File: src/rtl/alu_pkg.sv
package alu_pkg;

    typedef enum logic [4:0] {
        OP_ADD  = 5'd0,
        OP_ADDU = 5'd1,
        OP_SUB  = 5'd2,
        OP_SUBU = 5'd3,
        OP_AND  = 5'd4,
        OP_OR   = 5'd5,
        OP_XOR  = 5'd6,
        OP_SLL  = 5'd7,
        OP_SRL  = 5'd8,
        OP_SRA  = 5'd9,
        OP_LHI  = 5'd10,
        OP_SLT  = 5'd11,
        OP_SGT  = 5'd12,
        OP_SLE  = 5'd13,
        OP_SGE  = 5'd14,
        OP_SEQ  = 5'd15,
        OP_SNE  = 5'd16
    } alu_op_e;

    typedef enum logic [1:0] {
        SH_LEFT  = 2'd0,
        SH_RIGHT = 2'd1,
        SH_ARITH = 2'd2
    } shift_kind_e;

endpackage

File: src/rtl/alu_addsub.sv
module alu_addsub #(
    parameter int WIDTH = 32
) (
    input  logic [WIDTH-1:0] in_a,
    input  logic [WIDTH-1:0] in_b,
    input  logic             do_sub,
    output logic [WIDTH-1:0] sum,
    output logic             sgn_ovf
);
    logic [WIDTH-1:0] b_eff;
    logic [WIDTH:0]   wide;

    always_comb begin
        b_eff   = do_sub ? ~in_b : in_b;
        wide    = {1'b0, in_a} + {1'b0, b_eff} + {{WIDTH{1'b0}}, do_sub};
        sum     = wide[WIDTH-1:0];
        sgn_ovf = (in_a[WIDTH-1] == b_eff[WIDTH-1]) && (sum[WIDTH-1] != in_a[WIDTH-1]);
    end

    // Independent check: sign-extended result whose top two bits disagree means out of range
    logic [WIDTH:0] ext_res;
    always_comb begin
        ext_res = do_sub ? ({in_a[WIDTH-1], in_a} - {in_b[WIDTH-1], in_b})
                         : ({in_a[WIDTH-1], in_a} + {in_b[WIDTH-1], in_b});
        p_ovf_range_r1: assert (sgn_ovf == (ext_res[WIDTH] != ext_res[WIDTH-1]))
            else $error("overflow flag disagrees with extended result");
    end
endmodule

File: src/rtl/alu_shifter.sv
module alu_shifter
    import alu_pkg::*;
#(
    parameter int WIDTH   = 32,
    parameter int SHAMT_W = $clog2(WIDTH)
) (
    input  logic [WIDTH-1:0]   din,
    input  logic [SHAMT_W-1:0] amt,
    input  shift_kind_e        kind,
    output logic [WIDTH-1:0]   dout
);
    logic [WIDTH-1:0] stage [SHAMT_W+1];
    logic [WIDTH-1:0] rev_in;
    logic [WIDTH-1:0] rev_out;
    logic             fill;

    // Left shifts reuse the right shifter by reversing bit order
    generate
        for (genvar i = 0; i < WIDTH; i++) begin : g_rev
            assign rev_in[i]  = din[WIDTH-1-i];
            assign rev_out[i] = stage[SHAMT_W][WIDTH-1-i];
        end
    endgenerate

    assign fill     = (kind == SH_ARITH) && din[WIDTH-1];
    assign stage[0] = (kind == SH_LEFT) ? rev_in : din;

    generate
        for (genvar k = 0; k < SHAMT_W; k++) begin : g_stage
            localparam int STEP = 1 << k;
            assign stage[k+1] = amt[k] ? {{STEP{fill}}, stage[k][WIDTH-1:STEP]} : stage[k];
        end
    endgenerate

    assign dout = (kind == SH_LEFT) ? rev_out : stage[SHAMT_W];

    always_comb begin
        if (amt == '0)
            p_shift_zero_r4: assert (dout == din) else $error("zero shift altered data");
    end
endmodule

File: src/rtl/alu_compare.sv
module alu_compare #(
    parameter int WIDTH = 32
) (
    input  logic [WIDTH-1:0] in_a,
    input  logic [WIDTH-1:0] in_b,
    output logic             lt,
    output logic             eq
);
    assign lt = $signed(in_a) < $signed(in_b);
    assign eq = (in_a == in_b);

    always_comb begin
        p_lt_eq_excl_r7: assert (!(lt && eq)) else $error("less-than and equal both set");
    end
endmodule

File: src/rtl/int_alu.sv
module int_alu
    import alu_pkg::*;
#(
    parameter int WIDTH = 32
) (
    input  logic [WIDTH-1:0] opnd_a,
    input  logic [WIDTH-1:0] opnd_b,
    input  logic [4:0]       op_sel,
    output logic [WIDTH-1:0] result,
    output logic             zero_flag,
    output logic             ovf_flag
);
    localparam int SHAMT_W = $clog2(WIDTH);
    localparam int IMM_W   = WIDTH / 2;

    alu_op_e          op;
    logic             do_sub;
    logic [WIDTH-1:0] as_sum;
    logic             as_ovf;
    shift_kind_e      sh_kind;
    logic [WIDTH-1:0] sh_out;
    logic             c_lt;
    logic             c_eq;

    assign op     = alu_op_e'(op_sel);
    assign do_sub = (op == OP_SUB) || (op == OP_SUBU);

    always_comb begin
        unique case (op)
            OP_SLL:  sh_kind = SH_LEFT;
            OP_SRA:  sh_kind = SH_ARITH;
            default: sh_kind = SH_RIGHT;
        endcase
    end

    alu_addsub #(.WIDTH(WIDTH)) u_addsub (
        .in_a    (opnd_a),
        .in_b    (opnd_b),
        .do_sub  (do_sub),
        .sum     (as_sum),
        .sgn_ovf (as_ovf)
    );

    alu_shifter #(.WIDTH(WIDTH), .SHAMT_W(SHAMT_W)) u_shift (
        .din  (opnd_a),
        .amt  (opnd_b[SHAMT_W-1:0]),
        .kind (sh_kind),
        .dout (sh_out)
    );

    alu_compare #(.WIDTH(WIDTH)) u_cmp (
        .in_a (opnd_a),
        .in_b (opnd_b),
        .lt   (c_lt),
        .eq   (c_eq)
    );

    logic cond;
    logic is_set;

    always_comb begin
        result   = '0;
        ovf_flag = 1'b0;
        cond     = 1'b0;
        is_set   = 1'b0;
        unique case (op)
            OP_ADD, OP_SUB: begin
                result   = as_sum;
                ovf_flag = as_ovf;
            end
            OP_ADDU, OP_SUBU: result = as_sum;
            OP_AND: result = opnd_a & opnd_b;
            OP_OR:  result = opnd_a | opnd_b;
            OP_XOR: result = opnd_a ^ opnd_b;
            OP_SLL, OP_SRL, OP_SRA: result = sh_out;
            OP_LHI: result = {opnd_b[IMM_W-1:0], {(WIDTH-IMM_W){1'b0}}};
            OP_SLT, OP_SGT, OP_SLE, OP_SGE, OP_SEQ, OP_SNE: begin
                is_set = 1'b1;
                unique case (op)
                    OP_SLT:  cond = c_lt;
                    OP_SGT:  cond = !c_lt && !c_eq;
                    OP_SLE:  cond = c_lt || c_eq;
                    OP_SGE:  cond = !c_lt;
                    OP_SEQ:  cond = c_eq;
                    default: cond = !c_eq;
                endcase
                result = {{(WIDTH-1){1'b0}}, cond};
            end
            default: result = '0;
        endcase
    end

    assign zero_flag = (result == '0);

    always_comb begin
        if (is_set)
            p_set_word_r7: assert (result[WIDTH-1:1] == '0) else $error("set result wider than one bit");
        if (op == OP_LHI)
            p_lhi_low_r6: assert (result[WIDTH-IMM_W-1:0] == '0) else $error("immediate low half not clear");
    end
endmodule

File: config.mk
export PLATFORM = sky130hd
export DESIGN_NAME = int_alu
export DESIGN_NICKNAME = d
export VERILOG_FILES = /design/src/rtl/alu_pkg.sv /design/src/rtl/alu_addsub.sv /design/src/rtl/alu_shifter.sv /design/src/rtl/alu_compare.sv /design/src/rtl/int_alu.sv
export SDC_FILE = /design/constraint.sdc
export NUM_CORES = 1
export LEC_CHECK = 0
export ABC_AREA = 1
export BUFFER_PORTS_ARGS = -buffer_cell sky130_fd_sc_hd__buf_2
export CAP_MARGIN = 20
export CORE_MARGIN = 1.5
export CORE_UTILIZATION = 35
export DETAILED_ROUTE_END_ITERATION = 10
export GPL_ROUTABILITY_DRIVEN = 0
export SETUP_SLACK_MARGIN = 0.1
export SYNTH_ARGS = -nofsm -noshare
export SYNTH_HDL_FRONTEND = slang
export SYNTH_HIERARCHICAL = 1
export SYNTH_SLANG_ARGS = --single-unit
File: constraint.sdc
create_clock -name vclk -period 3.7
set_clock_uncertainty 0.15 [all_clocks]
set_input_delay 0.555 -clock vclk [all_inputs]
set_output_delay 0.555 -clock vclk [all_outputs]
set_load 0.02 [all_outputs]
==> metrics.md, run 1 <==
| Metric | Value |
|---|---|
| Outcome | finished with violations |
| Failing checks | setup timing |
| Crit path kind | in -> out |
| Worst VDD drop | 97.03 µV |
| Vias/cell | 5.582 |
| Initial DRC Count | 1691 |
| Min-delay src | op_sel[0] |
| Detail Route Antenna Nets | 0 |
| Setup violations, final | 33 |
| Crit-path max FO | 6 |
| Die W | 162.8 µm |
| CP max stage cell | ha_4 |
| Gr ovfl total | 0 |
| Largest net degree at the start of global routing | 36 |
| CP peak stage delay | 0.26 ns |
| HPWL after DPL | 34.05 mm |
| Library cells used by synthesis | 39 |
| Post-Syn Area per Cell | 5.031 µm² |
| # fillers | 2264 |
| Full die area | 26500 µm² |
| Pwr per Cell Area | 158.9 nW/µm² |
| Seq/Total Area, Yosys | 0% |
| Worst Tran Pin Value | 0.6623 ns |
| Synth Instances | 1776 |
| Vias | 14.01k |
| Final Hold Fails | 0 |
| Fin crit share | 125.7% |
| WP data arrival | 3.95 ns |
| Clkbuf count | 0 |
| Final Max Slew Viols | 0 |
| Routed wire per std cell | 19.02 µm |
| Leakage | 8.443 nW |
| Sum of negative setup slack | -12.16 ns |
| Hold depth | 6 |
| Tmin final | 4.652 ns |
| Core Footprint | 25110 µm² |
| Rows | 58 |
| Delay-heaviest family, CP | simple AND/OR/NAND/NOR gates |
| WP data required | 2.99 ns |
| I/O pins | 103 |
| Number of port buffers | 103 |
| Share of cells above drive strength 1 | 41.72% |
| GRT Overall Usage | 32.69% |
| Fin nets | 2377 |
| Global-route wire length before repair | 67.70 mm |
| Syn nets | 1972 |
| Unrepaired setup endpoints after global routing | yes |
| Cell area after synthesis | 8935 µm² |
| Synthesis-to-finish area growth | 69.72% |
| Initial antenna violation count | 0 |
| N_diodes | 0 |
| Final setup margin | -0.9518 ns |
| Seq Cell Count | 0 |
| DRT Wirelength | 47.73 mm |
| Crit end category | output port |
| Max Fclk | 215.0 MHz |
| Drt pass-1 iters | 9 |
| Max Cap Viol | 0 |
| Area of the multi-input gates | 9727 µm² |
| Drc violations | 0 |
| HP Class | in -> out |
| Hold EP | ovf_flag |
| Final Core Density | 60.39% |
| FF+latch area | 0 µm² |
| Most used cell, CP | nor2_2 |
| WP buf/inv | 6 |
| Chip height | 162.8 µm |
| Synthesis Warnings | 6 |
| Kind of start point of the critical path | primary input |
| Initial core utilization | 35.58% |
| Worst slew margin | 55.79% |
| Dpl ws | -0.8630 ns |
| Vias in the first global route | 12.83k |
==> power breakdown <==
group / switching, mW / internal (mW)
Sequential: 0 / 0
Clock: 0 / 0
Combinational: 1.38 / 1.03
==> synth_stat cells <==
cell type	number	area (µm²)
nand4_2	1	12.51
o21a_2	1	8.760
nand2_4	1	11.26
xor2_1	46	402.9
nand3_1	327	1637
nor3_2	3	30.03
buf_2	25	125.1
nand3_2	5	50.05
o21ai_1	9	45.04
clkbuf_1	12	45.04
and2_1	1	6.260
nor2_1	136	510.5
ha_1	126	1577
a21oi_2	1	8.760
nor4_2	1	12.51
nand2_1	644	2417
o21ai_0	18	90.09
a21oi_1	45	225.2
nor2_2	9	56.30
and2_2	1	7.510
inv_2	14	52.55
nor2_4	4	45.04
fa_1	1	20.02
nand3b_1	3	22.52
o211ai_1	2	15.01
nor3_1	7	35.03
inv_1	254	953.4
nor4_1	1	6.260
and3_1	1	6.260
o21a_1	2	15.01
buf_4	7	52.55
a21o_1	4	30.03
buf_1	15	56.30
buf_6	6	67.56
o21bai_1	4	30.03
nand2_2	26	162.7
nand4_1	9	56.30
clkinv_1	1	3.750
xnor2_1	3	26.28
==> routing by layer <==
| metal | share of wire [%] | vias to the layer above | track usage [%] |
|---|---|---|---|
| met1 | 37 | 6341 | 40.31 |
| met4 | 7.9 | 0 | 16.72 |
| li1 | - | 6383 | - |
| met3 | 11 | 300 | 6.137 |
| met5 | 0 | - | 0 |
| met2 | 44 | 982 | 53.98 |
==> placed cells by master, fill, tap and decap left out, types with 7 or more instances in the layout <==
cell type,instances
nand2_1,524
nand3_1,220
a21oi_1,17
inv_2,25
xor2_4,7
xor2_2,16
o21ai_1,15
ha_1,107
nor2_1,87
nand3_2,93
buf_6,89
xor2_1,23
nor2_4,27
nand4_1,9
buf_12,16
inv_1,242
a21oi_2,23
nand2_4,34
ha_4,16
nor2_2,35
nand2_2,111
nand3_4,19
buf_2,68
buf_4,282
==> metrics by stage <==
| step | power (mW) | hold WS (ns) | std cells | area (µm²) |
|---|---|---|---|---|
| 2_1_floorplan | 0.9667 | 1.133 | 1776 | 9080 |
| 3_3_place_gp | 1.723 | 1.523 | 2436 | 11970 |
| 3_5_place_dp | 1.746 | 1.525 | 2436 | 11970 |
| 4_1_cts | 1.997 | 1.584 | 2480 | 13510 |
| 5_1_grt | 2.558 | 1.609 | 2509 | 15160 |
| 6_report | 2.410 | 1.600 | 2509 | 15160 |
==> cell type report <==
class	count	area share, %
inverter	269	6.724
multi-input combinational	1444	64.14
tap	330	2.723
timing repair buffer	466	26.41
==> worst max-delay path by stage <==
stage               from         to  slack, ns  cells past startpoint
2_1_floorplan  op_sel[3]  zero_flag      -0.29                     27
3_3_place_gp   op_sel[2]  zero_flag      -0.87                     26
3_5_place_dp   op_sel[2]  zero_flag      -0.86                     25
4_1_cts        op_sel[3]  zero_flag      -0.69                     27
5_1_grt        op_sel[3]  zero_flag      -1.03                     28
6_report       op_sel[3]  zero_flag      -0.95                     28
==> cells by family (layout without fill, tap and decap cells) <==
family                     count (synthesis)  after routing  share of synthesized area (%)
and+or+nand+nor                         1180           1182                          56.91
xor gates and xnor gates                  49             49                          4.803
adders and majority gates                127            127                          17.87
buffers and inverters                    334            735                          15.18
AOI/OAI and AO/OA                         86             86                          5.237
==> what timing repair did <==
action                                  in CTS  in global routing
setup buffers                               41                 35
endpoints found under the hold margin        0                  0
resized for setup                          306                301
cloned                                       6                  1
pin swaps                                  134                126
endpoints found under the setup margin      34                 34
hold buffers                                 0                  0
(Power assumes the default switching activity.)
==> run 2: changes to the inputs <==
--- a/config.mk
+++ b/config.mk
@@ -5,13 +5,13 @@
 export SDC_FILE = /design/constraint.sdc
 export NUM_CORES = 1
 export LEC_CHECK = 0
-export ABC_AREA = 1
 export BUFFER_PORTS_ARGS = -buffer_cell sky130_fd_sc_hd__buf_2
 export CAP_MARGIN = 20
 export CORE_MARGIN = 1.5
 export CORE_UTILIZATION = 35
 export DETAILED_ROUTE_END_ITERATION = 10
 export GPL_ROUTABILITY_DRIVEN = 0
+export REMOVE_ABC_BUFFERS = 1
 export SETUP_SLACK_MARGIN = 0.1
 export SYNTH_ARGS = -nofsm -noshare
 export SYNTH_HDL_FRONTEND = slang
==> metrics.md, run 2 <==
| Metric | Value |
|---|---|
| Synthesis Warnings | 6 (unchanged) |
| Most frequent cell after synthesis | ha_1 (was nand2_1) |
| Switch Pwr | 1.171 mW (was 1.385 mW) |
| Failing checks | setup timing (unchanged) |
| Full die area | 24780 µm² (was 26500 µm²) |
| Worst Tran Pin Value | 0.7746 ns (was 0.6623 ns) |
| Final Max Slew Viols | 0 (unchanged) |
| Critical Path End | zero_flag (unchanged) |
| Yosys top cell area share | 18.89% (was 27.06%) |
| Chip height | 157.4 µm (was 162.8 µm) |
| DRT Wirelength | 40.02 mm (was 47.73 mm) |
| Synthesis-to-finish area growth | 62.46% (was 69.72%) |
| Drc violations | 0 (unchanged) |
| Share of cells above drive strength 1 | 46.90% (was 41.72%) |
| Tmin final | 5.760 ns (was 4.652 ns) |
| Leakage | 6.653 nW (was 8.443 nW) |
| Max Fclk | 173.6 MHz (was 215.0 MHz) |
| I/O pins | 103 (unchanged) |
| Post-synthesis compound-gate area fraction | 24.66% (was 5.237%) |
| Max Cap Viol | 0 (unchanged) |
| HP Class | in -> out (unchanged) |
| Sequential Power Share | 0% (about the same) |
| Pwr per Cell Area | 172.2 nW/µm² (was 158.9 nW/µm²) |
| Gr ovfl total | 0 (unchanged) |
| Setup violations, final | 34 (was 33) |
| Synth Instances | 1116 (was 1776) |
| Synth Area in Adders | 19.13% (was 17.87%) |
| Clkbuf count | 0 (unchanged) |
| Seq Cell Count | 0 (unchanged) |
| Dpl ws | -2.307 ns (was -0.8630 ns) |
| Highest-count cells in the layout ignoring fill and taps | buf_4 (349), ha_1 (120), inv_1 (116) (was nand2_1 (524), buf_4 (282), inv_1 (242)) |
| Placed insts | 1819 (was 2436) |
| Vias/cell | 5.908 (was 5.582) |
| Fraction of synthesized area in multiplexers | 20.01% (was 0%) |
| Crit end category | output port (unchanged) |
| Kind of start point of the critical path | primary input (unchanged) |
| Sw Ratio | 50.17% (was 57.46%) |
| WP data required | 2.99 ns (about the same) |
| Setup crit start | op_sel[1] (was op_sel[3]) |
| Vias | 11.12k (was 14.01k) |
| HPWL after DPL | 30.49 mm (was 34.05 mm) |
| Unrepaired setup endpoints after global routing | yes (unchanged) |
| Ranking of synthesized cells by area | ha_1 (19%), mux4_2 (8.4%), mux2i_1 (7.4%) (was nand2_1 (27%), nand3_1 (18%), ha_1 (18%)) |
| Initial antenna violation count | 0 (unchanged) |
| GRT Overall Usage | 30.33% (was 32.69%) |
| Final cell count without fillers | 1882 (was 2509) |
| Number of port buffers | 103 (unchanged) |
| Crit path kind | in -> out (unchanged) |
| Detail Route Antenna Nets | 0 (unchanged) |
| Drt pass-1 iters | 6 (was 9) |
| FF+latch area | 0 µm² (unchanged) |
| Worst slew margin | 48.36% (was 55.79%) |
| N_diodes | 0 (unchanged) |
| Fin crit share | 155.7% (was 125.7%) |
| Global-route wire length before repair | 58.35 mm (was 67.70 mm) |
| Fin nets | 1761 (was 2377) |
| Post-Syn Area per Cell | 7.478 µm² (was 5.031 µm²) |
| Synth Area in XOR/XNOR | 6.297% (was 4.803%) |
| Logic pwr share | 100.0% (about the same) |
| Outcome | finished with violations (unchanged) |
| Post-synth top area cell | ha_1 (was nand2_1) |
| Clk pwr share | 0% (about the same) |
| Initial DRC Count | 960 (was 1691) |
| Int Pwr | 1.163 mW (was 1.025 mW) |
| Main combinational cell family by area after synthesis | compound AO/OA/AOI/OAI gates (was simple AND/OR/NAND/NOR gates) |
| Simple-Gate Fraction of Synth Area | 20.37% (was 56.91%) |
| WP data arrival | 5.06 ns (was 3.95 ns) |
| Rows | 56 (was 58) |
| Largest net degree at the start of global routing | 54 (was 36) |
| Initial core utilization | 35.66% (was 35.58%) |
| Most common cell after layout, fill and taps aside | buf_4 (was nand2_1) |
| Post-synth top cells | ha_1 (126), inv_1 (118), nand2_1 (100) (was nand2_1 (644), nand3_1 (327), inv_1 (254)) |
| Final Hold Fails | 0 (unchanged) |
| Routed wire per std cell | 21.27 µm (was 19.02 µm) |
| Seq/Total Area, Yosys | 0% (unchanged) |
| Cell area after synthesis | 8346 µm² (was 8935 µm²) |
| Vias in the first global route | 10.61k (was 12.83k) |
| Die W | 157.4 µm (was 162.8 µm) |
| Core Footprint | 23400 µm² (was 25110 µm²) |
| Worst VDD drop | 90.69 µV (was 97.03 µV) |
| Library cells used by synthesis | 88 (was 39) |
| Sum of negative setup slack | -40.63 ns (was -12.16 ns) |
| Total chip power | 2.334 mW (was 2.410 mW) |
| Crit-path max FO | 7 (was 6) |
| Hold_buf cts | 0 (unchanged) |
| Final setup margin | -2.060 ns (was -0.9518 ns) |
-- run 2: changes by cell type after synthesis, moves of 15 or more --
cell	change
a211o_1	+15
mux2i_1	+62
clkbuf_1	+29
nand2_1	-544
o2bb2ai_1	+20
nand2_2	-26
nor2_1	-70
o21ai_0	+23
nor3_1	+30
a21oi_1	+15
nand3_1	-297
o22ai_1	+15
inv_1	-136
mux4_2	+31
-- run 2: stage by stage --
| stage | instance area (µm²) | hold WS, ns | utilization, % |
|---|---|---|---|
| detailed placement | 11690 | 1.545 | 49.94 |
| finish | 13560 | 1.498 | 57.93 |
| global placement | 11690 | 1.542 | 49.94 |
| floorplan | 7998 | 1.181 | - |
| global route | 13560 | 1.537 | 57.93 |
| CTS | 12830 | 1.493 | 54.81 |
-- run 2: worst min path at each step --
stage              start    endpoint  depth (start not counted)
2_1_floorplan  op_sel[0]    ovf_flag                          1
3_3_place_gp   opnd_b[8]  result[24]                          5
3_5_place_dp   opnd_b[8]  result[24]                          5
4_1_cts        opnd_b[8]  result[24]                          5
5_1_grt        opnd_b[8]  result[24]                          5
6_report       opnd_b[8]  result[24]                          5
-- run 2: routing by layer --
metal / wire length, µm / track usage (%) / vias to the layer above
met4: 3123 / 18.82 / 0
met2: 18220 / 50.41 / 686
li1: - / - / 5052
met5: 0 / 0 / -
met1: 14720 / 36.80 / 5186
met3: 3957 / 4.405 / 194
-- run 2: logic make-up (layout without fill, tap and decap cells) --
logic type	count (synthesis)	count (layout)
and+or+nand+nor	333	333
AOI/OAI and AO/OA	290	290
buffers and inverters	194	641
adders and majority gates	127	127
muxes	112	112
xor gates and xnor gates	60	60
-- run 2: critical path, cell delays in order --
cell and delay (ns):
buf_12 0.12, or3b_4 0.40, o21ai_2 0.08, nand3b_1 0.16
buf_4 0.18, or2_4 0.28, mux4_2 0.47, mux4_2 0.47
mux2_4 0.29, o21ai_4 0.17, a21oi_2 0.08, inv_2 0.07
a211oi_2 0.04, or4_4 0.50, or4_4 0.57, nor4_2 0.22
and4_4 0.26, buf_6 0.12
-- run 2: layout make-up --
| type | count | area (µm²) |
|---|---|---|
| fill | 2078 | 9844 |
| inverter | 119 | 446.7 |
| multi-input combinational | 922 | 8492 |
| tap | 319 | 399.1 |
| timing repair buffer | 522 | 4220 |
-- run 2: timing repair --
action	in CTS	in global routing
gates cloned	0	1
resized for setup	208	121
endpoints found under the setup margin	34	34
pin swaps	70	66
setup buffers	53	23
-- run 2: power groups by stage --
stage	registers [mW]	logic, mW	clock network (mW)
after floorplan	0	0.914	0
after global placement	0	1.80	0
after detailed placement	0	1.83	0
after CTS	0	2.10	0
after global routing	0	2.46	0
final	0	2.33	0
==> run 3: changes to the inputs <==
==> constraint.sdc (replaced) <==
create_clock -name vclk -period 3.7
set_clock_uncertainty 0.15 [all_clocks]
set_input_delay 0.185 -clock vclk [all_inputs]
set_output_delay 0.185 -clock vclk [all_outputs]
set_load 0.02 [all_outputs]
==> metrics.md, run 3 (synthesis results as in run 2) <==
| Metric | Value |
|---|---|
| WP data required | 3.37 ns (was 2.99 ns) |
| Initial DRC Count | 1088 (was 960) |
| WP data arrival | 4.73 ns (was 5.06 ns) |
| Leakage | 6.562 nW (was 6.653 nW) |
| Vias | 10.92k (was 11.12k) |
| Fin crit share | 136.9% (was 155.7%) |
| Highest-count cells in the layout ignoring fill and taps | buf_4 (349), ha_1 (123), inv_1 (118) (was buf_4 (349), ha_1 (120), inv_1 (116)) |
| Max Fclk | 197.5 MHz (was 173.6 MHz) |
| Worst Tran Pin Value | 0.7831 ns (was 0.7746 ns) |
| Vias/cell | 5.841 (was 5.908) |
| Hold_buf cts | 0 (unchanged) |
| Final cell count without fillers | 1870 (was 1882) |
| Seq Cell Count | 0 (unchanged) |
| Final setup margin | -1.364 ns (was -2.060 ns) |
| Crit path kind | in -> out (unchanged) |
| Fin nets | 1749 (was 1761) |
| Pwr per Cell Area | 169.7 nW/µm² (was 172.2 nW/µm²) |
| Max layer used | met4 (unchanged) |
| Outcome | finished with violations (unchanged) |
| Placed insts | 1799 (was 1819) |
| Detail Route Antenna Nets | 0 (unchanged) |
| Global-route wire length before repair | 55.95 mm (was 58.35 mm) |
| # fillers | 2095 (was 2078) |
| Clkbuf count | 0 (unchanged) |
| Switch Pwr | 1.124 mW (was 1.171 mW) |
| Clk pwr share | 0% (about the same) |
| Drc violations | 0 (unchanged) |
| Synthesis-to-finish area growth | 58.56% (was 62.46%) |
| Chip height | 157.4 µm (unchanged) |
| Initial antenna violation count | 0 (unchanged) |
| Crit end category | output port (unchanged) |
| Kind of start point of the critical path | primary input (unchanged) |
| Final Hold Fails | 0 (unchanged) |
| Sw Ratio | 50.05% (was 50.17%) |
| Worst VDD drop | 90.53 µV (was 90.69 µV) |
| Tmin final | 5.064 ns (was 5.760 ns) |
| Met2 wire length | 17.47 mm (was 18.22 mm) |
| Int Pwr | 1.122 mW (was 1.163 mW) |
| Core Footprint | 23400 µm² (unchanged) |
| Die W | 157.4 µm (unchanged) |
| Rows | 56 (unchanged) |
| Crit-path max FO | 8 (was 7) |
| GRT Overall Usage | 29.21% (was 30.33%) |
| DRT Wirelength | 38.07 mm (was 40.02 mm) |
| I/O pins | 103 (unchanged) |
| Sequential Power Share | 0% (about the same) |
| Drt pass-1 iters | 6 (unchanged) |
| Initial core utilization | 35.66% (unchanged) |
| N_diodes | 0 (unchanged) |
| Logic pwr share | 100.0% (about the same) |
| Wire length on met1 | 14.68 mm (was 14.72 mm) |
| Vias in the first global route | 10.14k (was 10.61k) |
| Final Max Slew Viols | 0 (unchanged) |
| Largest net degree at the start of global routing | 50 (was 54) |
| Final Core Density | 56.54% (was 57.93%) |
| Setup violations, final | 34 (unchanged) |
| Unrepaired setup endpoints after global routing | yes (unchanged) |
| Most common cell after layout, fill and taps aside | buf_4 (unchanged) |
| Met3 wire length | 3.327 mm (was 3.957 mm) |
| Failing checks | setup timing (unchanged) |
| Worst slew margin | 47.80% (was 48.36%) |
| Share of cells above drive strength 1 | 45.26% (was 46.90%) |
| Full die area | 24780 µm² (unchanged) |
| HP Class | in -> out (unchanged) |
| Routed wire per std cell | 20.36 µm (was 21.27 µm) |
| HPWL after DPL | 30.11 mm (was 30.49 mm) |
| Gr ovfl total | 0 (unchanged) |
| Max Cap Viol | 0 (unchanged) |
| FF+latch area | 0 µm² (unchanged) |
| Number of port buffers | 103 (unchanged) |
-- run 3: power groups by stage --
stage | registers (mW) | logic, mW | clock network [mW]
finish | 0 | 2.25 | 0
global route | 0 | 2.38 | 0
CTS | 0 | 2.06 | 0
detailed placement | 0 | 1.81 | 0
global placement | 0 | 1.78 | 0
floorplan | 0 | 0.914 | 0
-- run 3: cell type report --
class	instances	area, µm²	area share, %
repair buffers	510	4094	30.94
inverters	119	446.7	3.376
well taps	319	399.1	3.016
multi-input cells	922	8293	62.67
-- run 3: per-stage QoR --
step                      setup TNS, ns  worst slack [ns]  hold slack (ns)  total power [mW]  cell area, µm²
after floorplan                  -63.37            -3.255           0.4407            0.9140            7998
after global placement           -17.19            -1.495           0.7899             1.782           11490
after detailed placement         -18.59            -1.571           0.7614             1.806           11490
after CTS                        -13.76            -1.308           0.7427             2.061           12620
after global routing             -19.50            -1.410           0.7976             2.383           13230
final                            -16.94            -1.364           0.7358             2.246           13230
-- run 3: worst paths after layout --
path,depth (start not counted),start,slack [ns],to
min,5,opnd_b[8],0.74,result[24]
max,20,op_sel[2],-1.36,zero_flag
-- run 3: what timing repair did --
item | CTS | global route
pin swaps | 67 | 43
gates resized for setup | 213 | 89
cloned | 1 | 0
endpoints found under the hold margin | 0 | 0
buffers inserted | 47 | 34
setup endpoints to repair | 34 | 34
-- run 3: routing by layer --
| layer | track usage (%) | vias up |
|---|---|---|
| li1 | - | 5022 |
| met1 | 36.13 | 5149 |
| met2 | 48.81 | 618 |
| met3 | 3.387 | 133 |
| met4 | 17.12 | 0 |
| met5 | 0 | - |
-- run 3: worst max-delay path, stage by stage --
cell,delay (ns)
buf_8,0.10
buf_6,0.10
or3b_4,0.38
o21ai_2,0.07
nand3b_1,0.18
nor2_4,0.18
buf_12,0.16
mux4_2,0.54
mux4_2,0.48
nor2b_4,0.15
o21a_1,0.19
a211oi_2,0.30
mux2i_1,0.13
inv_1,0.08
a211oi_1,0.04
or4_4,0.45
or4_4,0.47
nor4_4,0.14
and4_1,0.26
buf_6,0.13
